### config.mk
export PLATFORM = sky130hd
export DESIGN_NAME = uart_irq_mux
export DESIGN_NICKNAME = d
export VERILOG_FILES = /design/src/rtl/uim_pkg.sv /design/src/rtl/uim_decode.sv /design/src/rtl/uim_chan_ctl.sv /design/src/rtl/uim_irq_fsm.sv /design/src/rtl/uart_irq_mux.sv
export SDC_FILE = /design/constraint.sdc
export NUM_CORES = 1
export LEC_CHECK = 0
export BUFFER_PORTS_ARGS = -buffer_cell sky130_fd_sc_hd__buf_4
export CAP_MARGIN = 10
export CORE_ASPECT_RATIO = 1.25
export CORE_MARGIN = 4
export CORE_UTILIZATION = 35
export DETAILED_ROUTE_END_ITERATION = 16
export PLACE_DENSITY_LB_ADDON = 0.15
export SLEW_MARGIN = 20
export SYNTH_ARGS = -nofsm -noshare
export SYNTH_HDL_FRONTEND = slang
export SYNTH_HIERARCHICAL = 1
export SYNTH_SLANG_ARGS = --single-unit
### constraint.sdc
create_clock -name clk -period 5.3 [get_ports clk]
set_input_delay 0.53 -clock clk [delete_from_list [all_inputs] [get_ports clk]]
set_output_delay 0.53 -clock clk [all_outputs]
set_load 0.01 [all_outputs]
### src/rtl/uim_pkg.sv
package uim_pkg;
    typedef enum logic {
        IRQ_IDLE   = 1'b0,
        IRQ_RAISED = 1'b1
    } irq_state_e;

    localparam int SLOT_BYTES = 8;
    localparam int CTL_OFFSET = 7;
endpackage

### src/rtl/uim_decode.sv
module uim_decode
    import uim_pkg::*;
#(
    parameter int AW   = 16,
    parameter int BASE = 'h200,
    parameter int NCH  = 4
) (
    input  logic              clk,
    input  logic              rst_n,
    input  logic [AW-1:0]     addr,
    input  logic              rd,
    input  logic              wr,
    output logic              in_win,
    output logic              ctl_hit,
    output logic [$clog2(NCH)-1:0] slot_idx,
    output logic [2:0]        off,
    output logic [NCH-1:0]    cs
);
    localparam int WIN = SLOT_BYTES * NCH;
    localparam int SW  = $clog2(NCH);

    logic [AW-1:0] rel;

    always_comb begin
        rel      = addr - AW'(BASE);
        in_win   = (addr >= AW'(BASE)) && (rel < AW'(WIN));
        ctl_hit  = in_win && (rel == AW'(CTL_OFFSET));
        slot_idx = rel[SW+2:3];
        off      = rel[2:0];
    end

    for (genvar n = 0; n < NCH; n++) begin : g_cs
        assign cs[n] = (rd || wr) && in_win && !ctl_hit && (slot_idx == SW'(n));
    end


    cs_onehot_chk: assert property (@(posedge clk) disable iff (!rst_n)
        $onehot0(cs));

    ctl_no_cs_chk: assert property (@(posedge clk) disable iff (!rst_n)
        ((rd || wr) && ctl_hit) |-> (cs == '0));

    miss_no_cs_chk: assert property (@(posedge clk) disable iff (!rst_n)
        !in_win |-> (cs == '0));
endmodule

### src/rtl/uim_chan_ctl.sv
module uim_chan_ctl #(
    parameter int NCH = 4
) (
    input  logic           clk,
    input  logic           rst_n,
    input  logic           ld,
    input  logic [NCH-1:0] ld_val,
    input  logic [NCH-1:0] irq_in,
    output logic [NCH-1:0] pending,
    output logic [7:0]     status
);
    logic [NCH-1:0] mask_q;

    // enable mask deliberately carries no reset
    always_ff @(posedge clk) begin
        if (ld) begin
            mask_q <= ld_val;
        end
    end

    assign pending = irq_in & mask_q;

    if (NCH < 8) begin : g_pad
        assign status = {{(8-NCH){1'b1}}, pending};
    end else begin : g_full
        assign status = pending;
    end


    mask_load_chk: assert property (@(posedge clk) disable iff (!rst_n)
        ld |=> (pending == (irq_in & $past(ld_val))));

    masked_quiet_chk: assert property (@(posedge clk) disable iff (!rst_n)
        ((pending & ~irq_in) == '0));
endmodule

### src/rtl/uim_irq_fsm.sv
module uim_irq_fsm
    import uim_pkg::*;
(
    input  logic clk,
    input  logic rst_n,
    input  logic any_pending,
    output logic host_irq
);
    irq_state_e state_q, state_d;

    always_ff @(posedge clk) begin
        if (!rst_n) begin
            state_q <= IRQ_IDLE;
        end else begin
            state_q <= state_d;
        end
    end

    always_comb begin
        state_d = state_q;
        unique case (state_q)
            IRQ_IDLE:   if (any_pending)  state_d = IRQ_RAISED;
            IRQ_RAISED: if (!any_pending) state_d = IRQ_IDLE;
            default:    state_d = IRQ_IDLE;
        endcase
    end

    always_comb begin
        host_irq = (state_q == IRQ_RAISED);
    end


    irq_raise_chk: assert property (@(posedge clk) disable iff (!rst_n)
        any_pending |=> host_irq);

    irq_clear_chk: assert property (@(posedge clk) disable iff (!rst_n)
        !any_pending |=> !host_irq);
endmodule

### src/rtl/uart_irq_mux.sv
module uart_irq_mux #(
    parameter int AW   = 16,
    parameter int BASE = 'h200,
    parameter int NCH  = 4
) (
    input  logic             clk,
    input  logic             rst_n,
    input  logic [AW-1:0]    bus_addr,
    input  logic             bus_rd,
    input  logic             bus_wr,
    input  logic [7:0]       bus_wdata,
    output logic [7:0]       bus_rdata,
    output logic             bus_rvalid,
    output logic [NCH-1:0]   slot_cs,
    output logic [2:0]       slot_off,
    output logic             slot_rd,
    output logic             slot_wr,
    output logic [7:0]       slot_wdata,
    input  logic [8*NCH-1:0] slot_rdata,
    input  logic [NCH-1:0]   uart_irq,
    output logic             host_irq
);
    localparam int SW = $clog2(NCH);

    logic          in_win, ctl_hit;
    logic [SW-1:0] slot_idx;
    logic [NCH-1:0] pending;
    logic [7:0]    status;
    logic [7:0]    rdata_q;
    logic          rvalid_q;

    uim_decode #(.AW(AW), .BASE(BASE), .NCH(NCH)) u_dec (
        .clk      (clk),
        .rst_n    (rst_n),
        .addr     (bus_addr),
        .rd       (bus_rd),
        .wr       (bus_wr),
        .in_win   (in_win),
        .ctl_hit  (ctl_hit),
        .slot_idx (slot_idx),
        .off      (slot_off),
        .cs       (slot_cs)
    );

    uim_chan_ctl #(.NCH(NCH)) u_ctl (
        .clk     (clk),
        .rst_n   (rst_n),
        .ld      (bus_wr && ctl_hit),
        .ld_val  (bus_wdata[NCH-1:0]),
        .irq_in  (uart_irq),
        .pending (pending),
        .status  (status)
    );

    uim_irq_fsm u_fsm (
        .clk         (clk),
        .rst_n       (rst_n),
        .any_pending (|pending),
        .host_irq    (host_irq)
    );

    assign slot_rd    = bus_rd && in_win && !ctl_hit;
    assign slot_wr    = bus_wr && in_win && !ctl_hit;
    assign slot_wdata = bus_wdata;

    always_ff @(posedge clk) begin
        if (!rst_n) begin
            rdata_q  <= '0;
            rvalid_q <= 1'b0;
        end else begin
            rvalid_q <= bus_rd && in_win;
            if (bus_rd && in_win) begin
                rdata_q <= ctl_hit ? status : slot_rdata[{slot_idx, 3'b000} +: 8];
            end else begin
                rdata_q <= '0;
            end
        end
    end

    assign bus_rdata  = rdata_q;
    assign bus_rvalid = rvalid_q;


    rvalid_cause_chk: assert property (@(posedge clk) disable iff (!rst_n)
        bus_rvalid |-> $past(bus_rd && in_win));

    miss_no_rvalid_chk: assert property (@(posedge clk) disable iff (!rst_n)
        (bus_rd && !in_win) |=> (!bus_rvalid && bus_rdata == 8'h00));

    status_read_chk: assert property (@(posedge clk) disable iff (!rst_n)
        (bus_rd && ctl_hit) |=> (bus_rvalid && bus_rdata == $past(status)));
endmodule

# [After elaboration in Yosys (flattened, before gate mapping)]
# Index checks and enable logic that the tools add are counted.
[totals] wordCells=33 memories=0 ram_bits=0 register_bits=14 mem_bits_ro=0 output_inout_bits=27 input_bits=64 latchBits=0
[op_classes] shifts=1 n_div=0 bitwise=1 n_reduce_logical=18 multipliers=0 n_eq_ne=4 add_sub_neg=1 n_lt_le_gt_ge=2 n_mux=2
[op_table] operator="$shiftx 32x6->8" n=1
[op_table] operator="$eq 16x3->1 const B" n=1
[op_table] operator="$ge 16x10->1 const B" n=1
[op_table] operator="$lt 16x6->1 const B" n=1
[op_table] operator="$sub 16x10->16 const B" n=1
[op_table] operator="$logic_and 1x1->1" n=13
[op_table] operator="$mux 8" n=1
[op_table] operator="$and 4x4->4" n=1
[op_table] operator="$eq 2x2->1 const B" n=2
[op_table] operator="$reduce_or 4->1" n=1
[op_table] operator="$eq 2x1->1 const B" n=1
[op_table] operator="$logic_not 2->1" n=1
[op_table] operator="$reduce_and 2->1" n=1
[op_table] operator="$logic_not 1->1" n=1
[op_table] operator="$logic_or 1x1->1" n=1
[op_table] operator="$mux 1" n=1

# [Longest topological paths before layout]
[logic_depth] depth_word=7 ltp_mapped=9 depth_no_buf=8

# [Hierarchy]
# The synthesis kept the hierarchy.
[by_module_without_submodules] mod="uart_irq_mux" cells_per_inst=50 seq_area_each_um2=180.2 area_each_um2=594.3 n_inst=1
[by_module_without_submodules] mod="uim_chan_ctl" cells_per_inst=17 seq_area_each_um2=120.1 area_each_um2=209.0 n_inst=1
[by_module_without_submodules] mod="uim_decode" cells_per_inst=22 seq_area_each_um2=0.0 area_each_um2=183.9 n_inst=1
[by_module_without_submodules] mod="uim_irq_fsm" cells_per_inst=2 seq_area_each_um2=20.0 area_each_um2=26.3 n_inst=1

# [Least setup slack after synthesis]
# Ideal clock, no wire load.
[synth_timing] path_kind="input -> output" startpoint="input bus_addr[5]" endpoint="output slot_rd" path_buffers=1 t_required_ns=4.770 path_stages=6 arrival_ns=2.088 slack_ns=2.682 path_cell_list="or4_1 -> nor2_1 -> and3_1 -> nor4b_2 -> buf_4 -> and3b_1"
[synth_between] elab_chain_len=6 elab_cells_between_ends=9 cone_classes="add/sub: 1; order compare: 2; eq/ne: 1; reduce/logical: 5"
[synth_lines] item="from (decl)" line_no="uart_irq_mux.sv:8" source="input logic [AW-1:0] bus_addr,"
[synth_lines] item="$sub 16x10->16" line_no="uim_decode.sv:25" source="rel = addr - AW'(BASE);"
[synth_lines] item="$lt 16x6->1" line_no="uim_decode.sv:26" source="in_win = (addr >= AW'(BASE)) && (rel < AW'(WIN));"
[synth_lines] item="$logic_and 1x1->1 (*)" line_no="uim_decode.sv:26"
[synth_lines] item="named net in_win" line_no="uart_irq_mux.sv:25" source="logic in_win, ctl_hit;"
[synth_lines] item="$logic_and 1x1->1 (*)" line_no="uim_decode.sv:27" source="ctl_hit = in_win && (rel == AW'(CTL_OFFSET));"
[synth_lines] item="named net ctl_hit" line_no="uart_irq_mux.sv:25"
[synth_lines] item="$logic_not 1->1 (*)" line_no="uart_irq_mux.sv:62" source="assign slot_rd = bus_rd && in_win && !ctl_hit;"
[synth_lines] item="$logic_and 1x1->1 (*)" line_no="uart_irq_mux.sv:62"
[synth_lines] item="to (decl)" line_no="uart_irq_mux.sv:16" source="output logic slot_rd,"
# Mark *: on every way through the listed nets, which the timed path passes. The rest lies on a longest branch.

# [Worst setup path in the final report]
# Same ends and word-level chain as after synthesis.

==> impl_metrics.env <==
export IMPL_status="completed"
export IMPL_wl_um=2520
export IMPL_synth_fa_ha_area_frac=0.0123
export IMPL_critPathMaxFanout=4
export IMPL_place_gp_congestion=0.678
export IMPL_initial_core_util=0.371
export IMPL_finalCriticalPeriod_ns=2.70
export IMPL_syn_to_final_growth_pct=51.5
export IMPL_avgSynthCellArea_um2=11.1
export IMPL_r2r_slack_ns=4.04
export IMPL_hold_viol_final=0
export IMPL_drt_iter0_markers=2
export IMPL_fin_ws_ns=2.60
export IMPL_register_area_um2=320
export IMPL_yosysWarnings=6
export IMPL_drive_gt1_frac=0.624
export IMPL_synth_seq_cells=14
export IMPL_die_h_um=68.2
export IMPL_drcViolationCount=0
export IMPL_port_buffers=82
export IMPL_grt_max_degree=14
export IMPL_rows=21
export IMPL_final_util=0.562
export IMPL_wl_per_cell_um=13.2
export IMPL_synth_top_family_by_area="multiplexers"
export IMPL_clk_path_buf_depth=2
export IMPL_hp_class="primary input to register"
export IMPL_nNetsFinal=223
export IMPL_grt_pass1_wl_um=3840
export IMPL_postCtsHoldBufs=0
export IMPL_cap_violations=0
export IMPL_fill_cells=260
export IMPL_p_leak_nw=0.724
export IMPL_dr_total_vias=878
export IMPL_yosys_top_cells_area="dfxtp_1, mux4_2, buf_4"
export IMPL_post_route_period_util=0.509
export IMPL_yosys_area_share_simple=0.198
export IMPL_synth_cell_types=22
export IMPL_setup_tns_ns=0
export IMPL_critical_path_arrival_ns=2.17
export IMPL_clkLatencyLatePin_ns=0.27
export IMPL_dr_pass1_iters=3
export IMPL_fmax_mhz=370
export IMPL_synth_mux_area_frac=0.257
export IMPL_postCtsSetupRepairBufs=0
export IMPL_p_per_area_nw_per_um2=153
export IMPL_place_ws_ns=2.60
export IMPL_clk_pin_slew_ns=0.08
export IMPL_rsz0062_at_grt="false"
export IMPL_h_tree_depth=1
export IMPL_clockRootBuffer="clkbuf_4"
export IMPL_slew_violations=0
export IMPL_drtAntennaViolNets=0
export IMPL_cp_data_required_time_ns=4.77
export IMPL_die_w_um=56.1
export IMPL_grt_pass1_vias=917
export IMPL_ys_seq_area_frac=0.316
export IMPL_core_area_um2=2730
export IMPL_die_area_um2=3830
export IMPL_crit_type="primary input to output pin"
export IMPL_syn_cell_area_um2=1010
export IMPL_ir_drop_mv=0.0696
export IMPL_multiInputGateArea_um2=512
export IMPL_clock_sinks=14
export IMPL_synthCells=91
export IMPL_cts_tree="yes"
export IMPL_grt_antenna_before_repair=0
export IMPL_setup_viol=0
export IMPL_antennaDiodeCount=0
export IMPL_synth_xor_area_frac=0.00864
export IMPL_cp_end_kind="output pin"
export IMPL_post_dp_hpwl_um=2240
export IMPL_cts_buffers=3
export IMPL_via_per_inst=4.60
export IMPL_grt_overflow=0
export IMPL_track_usage=0.129
export IMPL_yosysTopAreaCell="dfxtp_1"
export IMPL_skew_ns=0.000494
export IMPL_critPathLaunchType="primary input"
export IMPL_synth_top_area_share=0.198
export IMPL_synth_compound_area_frac=0.0148
export IMPL_cts_resized_gates=0
export IMPL_ios=91
-- per-layer routing --
layer	wire length [um]	GRT usage	up-vias
li1	-	-	433
met5	0	0	-
met4	0	0.0208	0
met2	1400	0.259	49
met1	813	0.122	396
met3	307	0.0585	0
-- cell type report --
cell class | instances | area share
Timing Repair Buffer | 83 | 0.406
Tap cell | 34 | 0.0277
Sequential cell | 14 | 0.209
Clock inverter | 1 | 0.00244
Inverter | 3 | 0.00733
Multi-Input combinational cell | 53 | 0.333
Clock buffer | 3 | 0.0147
-- cell usage in the layout (no fill, tap or decap) --
| cell type | synthesis | layout |
|---|---|---|
| buf_4 | 22 | 83 |
| nor2_1 | 11 | 11 |
| dfxtp_1 | 10 | 10 |
| mux4_2 | 8 | 8 |
| mux2i_1 | 8 | 8 |
| and2_1 | 6 | 6 |
| conb_1 | 1 | 4 |
| edfxtp_1 | 4 | 4 |
| inv_1 | 3 | 3 |
| clkbuf_4 | 0 | 3 |
| or4_1 | 2 | 2 |
| and3b_1 | 2 | 2 |
| nand3_1 | 2 | 2 |
| nor4b_2 | 2 | 2 |
| nor3b_1 | 2 | 2 |
| clkinv_1 | 0 | 1 |
| xor2_1 | 1 | 1 |
| nor4b_4 | 1 | 1 |
| and3_1 | 1 | 1 |
| o2111ai_2 | 1 | 1 |
| nand2_1 | 1 | 1 |
| ha_1 | 1 | 1 |
-- cells by family after synthesis --
kind of cell	Yosys count
DFF	14
adders and majority gates	1
buffers and inverters	27
muxes	16
other	1
AOI/OAI and AO/OA	1
and+or+nand+nor	30
xor gates and xnor gates	1
-- where the power goes --
group / internal [mW] / switching, mW
clock network: 0.0272 / 0.0314
registers: 0.110 / 0.000117
logic: 0.0458 / 0.0201
total: 0.183 / 0.0516
-- worst max-delay path, stage by stage --
cell and delay (ns):
buf_4 0.10, or4_1 0.51, nor2_1 0.17, and3_1 0.23
nor4b_2 0.27, and3b_1 0.22, buf_4 0.14
-- flip-flops by register name, indices dropped and copies added, names as in the netlist --
name,count
bus_rdata,8
u_ctl/mask_q,4
u_fsm/host_irq,1
bus_rvalid,1
-- cell usage after synthesis --
| master | instances |
|---|---|
| and2_1 | 6 |
| and3_1 | 1 |
| and3b_1 | 2 |
| buf_4 | 22 |
| buf_6 | 1 |
| clkbuf_2 | 1 |
| conb_1 | 1 |
| dfxtp_1 | 10 |
| edfxtp_1 | 4 |
| ha_1 | 1 |
| inv_1 | 3 |
| mux2i_1 | 8 |
| mux4_2 | 8 |
| nand2_1 | 1 |
| nand3_1 | 2 |
| nor2_1 | 11 |
| nor3b_1 | 2 |
| nor4b_2 | 2 |
| nor4b_4 | 1 |
| o2111ai_2 | 1 |
| or4_1 | 2 |
| xor2_1 | 1 |
-- path summary, 6_finish.rpt --
check	start	endpoint	cells after the start
max	bus_addr[5]	slot_rd	7
min	bus_wdata[0]	u_ctl/mask_q[0]	1
max reg2reg	u_ctl/mask_q[1]	u_fsm/host_irq	3
min reg2reg	u_ctl/mask_q[3]	bus_rdata[3]	3
-- through the flow --
stage	power [mW]	hold WS [ns]	instance area, um^2	cells
after detailed placement	0.180	0.606	1510	187
final	0.235	0.443	1540	191
after floorplan	0.149	0.620	1020	94
after global placement	0.179	0.615	1510	187
after global routing	0.250	0.421	1540	191
after CTS	0.239	0.433	1540	191
(Power assumes the default switching activity.)
